[config.mk]
export PLATFORM = sky130hd
export DESIGN_NAME = ds0_tx_conditioner
export DESIGN_NICKNAME = d
export VERILOG_FILES = /design/src/rtl/ds0_cond_pkg.sv /design/src/rtl/ds0_chan_cfg.sv /design/src/rtl/ds0_octet_shaper.sv /design/src/rtl/ds0_tx_conditioner.sv
export SDC_FILE = /design/constraint.sdc
export NUM_CORES = 1
export LEC_CHECK = 0
export BUFFER_PORTS_ARGS = -buffer_cell sky130_fd_sc_hd__clkbuf_2
export CORE_ASPECT_RATIO = 1.25
export CORE_UTILIZATION = 67
export DETAILED_ROUTE_END_ITERATION = 10
export GPL_TIMING_DRIVEN = 0
export PLACE_DENSITY = 0.81
export SYNTH_ARGS = -nofsm -noshare
export SYNTH_HDL_FRONTEND = slang
export SYNTH_SLANG_ARGS = --single-unit
[constraint.sdc]
create_clock -name clk -period 9 [get_ports clk]
set_input_delay 0.9 -clock clk [delete_from_list [all_inputs] [get_ports clk]]
set_output_delay 0.9 -clock clk [all_outputs]
set_load 0.05 [all_outputs]
[src/rtl/ds0_cond_pkg.sv]
package ds0_cond_pkg;

    localparam int SLOTS_DEF = 24;
    localparam int SLOT_W    = 5;
    localparam int OCT_W     = 8;
    localparam int COND_W    = 4;

    typedef enum logic [1:0] {
        ZCS_NONE = 2'b00,
        ZCS_B7   = 2'b01,
        ZCS_GTE  = 2'b10,
        ZCS_DDS  = 2'b11
    } zcs_e;

    // Layout of a stored control word: selector above conditioning field
    typedef struct packed {
        zcs_e              zcs;
        logic [COND_W-1:0] cond;
    } chan_ctl_t;

    localparam int CTL_W = $bits(chan_ctl_t);

    localparam logic [COND_W-1:0] COND_IDLE = 4'b0100;
    localparam logic [OCT_W-1:0]  MARK_B7   = 8'h02;
    localparam logic [OCT_W-1:0]  MARK_B8   = 8'h01;
    localparam logic [OCT_W-1:0]  DDS_CODE  = 8'h98;

    typedef struct packed {
        logic             sig_frame;
        logic             sig_bit;
        logic [OCT_W-1:0] data;
    } octet_in_t;

    function automatic logic slot_ok(input logic [SLOT_W-1:0] s, input int n);
        return (s != '0) && (int'(s) <= n);
    endfunction

    function automatic logic [OCT_W-1:0] zcs_apply(input zcs_e m, input octet_in_t o);
        logic [OCT_W-1:0] r;
        r = o.data;
        if (o.data == '0) begin
            case (m)
                ZCS_B7:  r = MARK_B7;
                ZCS_GTE: r = o.sig_frame ? (o.sig_bit ? o.data : MARK_B7) : MARK_B8;
                ZCS_DDS: r = DDS_CODE;
                default: r = o.data;
            endcase
        end
        return r;
    endfunction

endpackage

[src/rtl/ds0_chan_cfg.sv]
module ds0_chan_cfg
    import ds0_cond_pkg::*;
#(
    parameter int NUM_SLOTS = SLOTS_DEF
) (
    input  logic              clk,
    input  logic              rst,
    input  logic              wr_en,
    input  logic              wr_sel,
    input  logic [SLOT_W-1:0] wr_slot,
    input  logic [OCT_W-1:0]  wr_data,
    input  logic [SLOT_W-1:0] rd_slot,
    output logic              rd_hit,
    output chan_ctl_t         rd_ctl,
    output logic [OCT_W-1:0]  rd_idle
);

    chan_ctl_t [NUM_SLOTS-1:0]             ctl_q;
    logic      [NUM_SLOTS-1:0][OCT_W-1:0] idle_q;
    logic      [SLOT_W-1:0]               rd_idx;

    for (genvar s = 0; s < NUM_SLOTS; s++) begin : g_slot
        logic sel_here;
        assign sel_here = wr_en && (wr_slot == SLOT_W'(s + 1));

        always_ff @(posedge clk) begin
            if (rst) begin
                ctl_q[s]  <= '0;
                idle_q[s] <= '0;
            end else if (sel_here) begin
                if (wr_sel) idle_q[s] <= wr_data;
                else        ctl_q[s]  <= chan_ctl_t'(wr_data[CTL_W-1:0]);
            end
        end
    end

    assign rd_hit = slot_ok(rd_slot, NUM_SLOTS);
    assign rd_idx = rd_slot - SLOT_W'(1);

    always_comb begin
        rd_ctl  = '0;
        rd_idle = '0;
        if (rd_hit) begin
            rd_ctl  = ctl_q[rd_idx];
            rd_idle = idle_q[rd_idx];
        end
    end

    // a write aimed outside the slot range leaves both tables untouched
    a_r12_wr_ignored: assert property (@(posedge clk) disable iff (rst)
        (wr_en && !slot_ok(wr_slot, NUM_SLOTS)) |=> ($stable(ctl_q) && $stable(idle_q)));

endmodule

[src/rtl/ds0_octet_shaper.sv]
module ds0_octet_shaper
    import ds0_cond_pkg::*;
(
    input  logic             hit,
    input  chan_ctl_t        ctl,
    input  logic [OCT_W-1:0] idle_code,
    input  octet_in_t        oct,
    output logic [OCT_W-1:0] shaped
);

    logic use_idle;
    logic [OCT_W-1:0] suppressed;

    assign use_idle   = hit && (ctl.cond == COND_IDLE);
    assign suppressed = zcs_apply(hit ? ctl.zcs : ZCS_NONE, oct);
    assign shaped     = use_idle ? idle_code : suppressed;

    always_comb begin
        // nonzero data outside substitution is never touched
        if (!use_idle && oct.data != '0)
            a_r10_nonzero_kept: assert (shaped == oct.data);
        // an active selector breaks an all-zero octet,
        // except the signaling-frame case with signaling bit 1
        if (!use_idle && hit && ctl.zcs != ZCS_NONE && oct.data == '0 &&
            !(ctl.zcs == ZCS_GTE && oct.sig_frame && oct.sig_bit))
            a_r6_zero_broken: assert (shaped != '0);
    end

endmodule

[src/rtl/ds0_tx_conditioner.sv]
module ds0_tx_conditioner
    import ds0_cond_pkg::*;
#(
    parameter int NUM_SLOTS = SLOTS_DEF
) (
    input  logic              clk,
    input  logic              rst,
    input  logic              wr_en,
    input  logic              wr_sel,
    input  logic [SLOT_W-1:0] wr_slot,
    input  logic [OCT_W-1:0]  wr_data,
    input  logic              in_valid,
    input  logic [SLOT_W-1:0] in_slot,
    input  logic              in_sig_frame,
    input  logic              in_sig_bit,
    input  logic [OCT_W-1:0]  in_octet,
    output logic              out_valid,
    output logic [SLOT_W-1:0] out_slot,
    output logic [OCT_W-1:0]  out_octet
);

    logic             hit;
    chan_ctl_t        ctl;
    logic [OCT_W-1:0] idle_code;
    logic [OCT_W-1:0] shaped;
    octet_in_t        oct;

    assign oct = '{sig_frame: in_sig_frame, sig_bit: in_sig_bit, data: in_octet};

    ds0_chan_cfg #(.NUM_SLOTS(NUM_SLOTS)) u_cfg (
        .clk     (clk),
        .rst     (rst),
        .wr_en   (wr_en),
        .wr_sel  (wr_sel),
        .wr_slot (wr_slot),
        .wr_data (wr_data),
        .rd_slot (in_slot),
        .rd_hit  (hit),
        .rd_ctl  (ctl),
        .rd_idle (idle_code)
    );

    ds0_octet_shaper u_shape (
        .hit       (hit),
        .ctl       (ctl),
        .idle_code (idle_code),
        .oct       (oct),
        .shaped    (shaped)
    );

    always_ff @(posedge clk) begin
        if (rst) begin
            out_valid <= 1'b0;
            out_slot  <= '0;
            out_octet <= '0;
        end else begin
            out_valid <= in_valid;
            if (in_valid) begin
                out_slot  <= in_slot;
                out_octet <= shaped;
            end
        end
    end

    // one cycle of latency, valid and slot carried along
    a_r2_valid_follows: assert property (@(posedge clk) disable iff (rst)
        in_valid |=> (out_valid && out_slot == $past(in_slot)));
    a_r2_idle_follows: assert property (@(posedge clk) disable iff (rst)
        !in_valid |=> !out_valid);
    // octets outside the slot range pass unchanged
    a_r12_range_pass: assert property (@(posedge clk) disable iff (rst)
        (in_valid && !slot_ok(in_slot, NUM_SLOTS)) |=> (out_octet == $past(in_octet)));

endmodule

==> impl_metrics.yaml <==
die:
  initial_utilization_pct: 68.5
  rows: 61
  io_pins: 47
  dieArea_um2: 23400
  die_h_um: 171
  chipWidth_um: 137
  coreArea_um2: 22300
power:
  p_clk_share_pct: 44.2
  leakagePower_nw: 5.87
  power.internal_mw: 2.46
  power_frac_comb_pct: 8.4
  p_sw_mw: 0.837
  seq_power_share_pct: 47.5
  p_per_area_nw_per_um2: 194
  switching_share_pct: 25.4
  max-vdd-ir-drop_uv: 215
timing:
  hold_viol: 0
  drv_slew: 0
  fmax_ghz: 0.183
  finalClockSkew_ns: 0.0139
  setup_ws_ns: 3.54
  setup_viol: 0
  post-route-min-period_ns: 5.46
  fin_crit_sh_pct: 60.6
  slew-limit-headroom_pct: 17.3
  setup_tns_ns: 0
  worst_pin_slew_ns: 1.23
  rsz0062_at_grt: "false"
detailed_routing:
  finalWirelength_mm: 51.2
  wl_per_cell_um: 25.1
  drt_iter0_markers: 1529
  drc: 0
  vias_per_cell: 6.71
  dr.pass1.iters: 8
  ant_nets: 0
  via_count: 13700
cts:
  cts-resized-gates: 0
  ctsHoldBuffers: 0
  postCtsSetupBuffers: 0
  clock-sinks: 350
  clkTransAtPathRegs_ns: 0.06
  cts_buffers: 35
  root_buffer: "clkbuf_16"
  tritoncts: "built"
  cts_max_level: 2
  clock_path_buffers: 3
  worst_skew_pair.late_latency_ns: 0.52
placement:
  dp_cells: 1975
  post-place-ws_ns: 3.35
  portBuffers: 35
  hpwlAfterDp_mm: 35.5
  place.gp.congestion: 1.05
logic_synthesis:
  ys.flop_type: "dfxtp_1"
  ys_top_cells_by_area: "dfxtp_1 46%, mux2i_1 12%, mux4_2 9.9%"
  syn_area_um2: 15300
  synth_most_common_cell: "dfxtp_1"
  synthCells: 1657
  ys_seq_area_share_pct: 45.9
  avgSynthCellArea_um2: 9.22
  synth_seq_cells: 350
  yosys.area.top_type: "dfxtp_1"
  synthesis.nets: 1692
  synth_cell_types: 52
  yosysWarnings: 0
  synth_common_cells: "350 x dfxtp_1, 228 x nand2_1, 194 x nor2_1"
  synth_edf_count: 0
  synth_top_area_share_pct: 45.9
  synthArstFlopShare_pct: 0
final_layout:
  nFillCells: 1599
  instances_no_fill: 2037
  area_growth_pct: 11.0
  drive_gt1_share_pct: 10.5
  nNetsFinal: 1764
  diodes: 0
  multi_input_area_um2: 7660
  seqCellArea_um2: 7010
global_routing:
  grt_overflow_total: 0
  grt_usage_pct: 43.9
  grt_pass1_vias: 13100
  grt_first_pass_wirelength_mm: 75.1
  grt_max_degree: 16
  antenna_found_initial: 1
status:
  status: "completed"
hold_path:
  worstHoldPathType: "register to register"
worst_setup_path:
  cp-end-kind: "register"
  cp.required_ns: 9.43
  worstSetupPathType: "input port to register"
  critPathArrivalTime_ns: 5.89
  crit_fanout: 10
  crit_path_start_kind: "input port"
job:
  maxCapViolCount: 0
==> cells in the final DEF, fill, tap and decap left out, types with 3 or more instances in the layout <==
cell type | Yosys | final
dfxtp_1 | 350 | 350
nand2_1 | 228 | 228
nor2_1 | 194 | 194
nand3_1 | 184 | 184
mux2i_1 | 182 | 182
a21oi_1 | 180 | 180
clkbuf_1 | 129 | 136
mux4_2 | 67 | 67
clkbuf_16 | 0 | 37
clkbuf_2 | 0 | 35
nor4b_1 | 19 | 19
buf_2 | 11 | 11
nor3_1 | 11 | 10
a211oi_1 | 7 | 7
a31oi_1 | 7 | 7
inv_1 | 6 | 6
nand2b_1 | 6 | 6
clkbuf_8 | 0 | 6
clkinv_2 | 0 | 6
nor2b_1 | 5 | 5
nor4_1 | 5 | 5
buf_1 | 4 | 4
buf_4 | 4 | 4
o21ai_0 | 4 | 4
a311oi_1 | 4 | 4
mux2_2 | 4 | 4
and2_1 | 3 | 3
or4b_1 | 3 | 3
o21ai_1 | 3 | 3
clkinvlp_4 | 0 | 3
==> per-stage QoR <==
stage                     util [%]  hold WS [ns]  cell area [um^2]  total power [mW]
after floorplan                  -         0.431             15300              1.76
after global placement        70.9         0.438             15800              1.86
after detailed placement      70.9         0.443             15800              1.86
after CTS                     76.0         0.452             16900              3.27
after global routing          76.0         0.469             16900              3.35
final                         76.0         0.454             16900              3.30
==> final cells by class <==
type	count	area share, %
Multi-Input combinational cell	1152	45.2
Clock buffer	50	6.11
Timing Repair Buffer	35	1.03
Sequential cell	350	41.3
Inverter	7	0.155
Clock inverter	12	0.591
Buffer	148	3.45
Tap cell	283	2.09
==> cells by family (layout without fill, tap and decap cells) <==
logic type | count (synthesis) | count (layout) | synth area share, %
XOR/XNOR | 6 | 6 | 0.443
AO/OA/AOI/OAI | 217 | 217 | 7.64
AND/OR/NAND/NOR | 672 | 672 | 19.6
adder cells (fa/ha/maj) | 2 | 2 | 0.164
buffers and inverters | 155 | 252 | 4.00
multiplexers | 255 | 255 | 22.3
flip-flops | 350 | 350 | 45.9
==> power by group through the flow <==
stage / Sequential, mW / Combinational (mW) / Clock (mW)
6_report: 1.56 / 0.275 / 1.45
4_1_cts: 1.56 / 0.262 / 1.45
5_1_grt: 1.57 / 0.279 / 1.51
2_1_floorplan: 1.61 / 0.146 / 0
3_3_place_gp: 1.60 / 0.259 / 0
3_5_place_dp: 1.60 / 0.261 / 0
==> sequential cells by signal, indices dropped and copies added (netlist names) <==
| signal | flops |
|---|---|
| out_octet | 8 |
| out_slot | 5 |
| out_valid | 1 |
| u_cfg.ctl_q | 144 |
| u_cfg.idle_q | 192 |
==> worst max-delay path, stage by stage <==
cell and delay, ns:
clkbuf_2 0.11, buf_2 0.40, inv_2 0.28, ha_1 0.35, buf_2 0.24, buf_2 0.49, buf_2 0.43, buf_2 0.45
clkbuf_1 0.88, mux4_2 0.44, nand2_1 0.07, a31oi_1 0.32, nand4b_1 0.19, a311oi_1 0.29
==> routing by layer <==
metal  global-route usage [%]  up-vias  share of wire [%]
li1                         -     5952                  -
met1                     51.9     6510                 36
met2                     67.9      938                 45
met3                     12.1      265                 11
met4                     32.3        0                7.9
met5                        0        -                  0
==> final timing paths <==
path / startpoint / to / slack [ns] / cells past startpoint
max reg2reg: u_cfg.ctl_q[15] / out_octet[3] / 6.10 / 8
min reg2reg: u_cfg.ctl_q[16] / u_cfg.ctl_q[16] / 0.45 / 2
max: in_slot[0] / out_octet[5] / 3.54 / 14
min: u_cfg.ctl_q[16] / u_cfg.ctl_q[16] / 0.45 / 2
No activity file was read; power rests on OpenSTA's default activity.
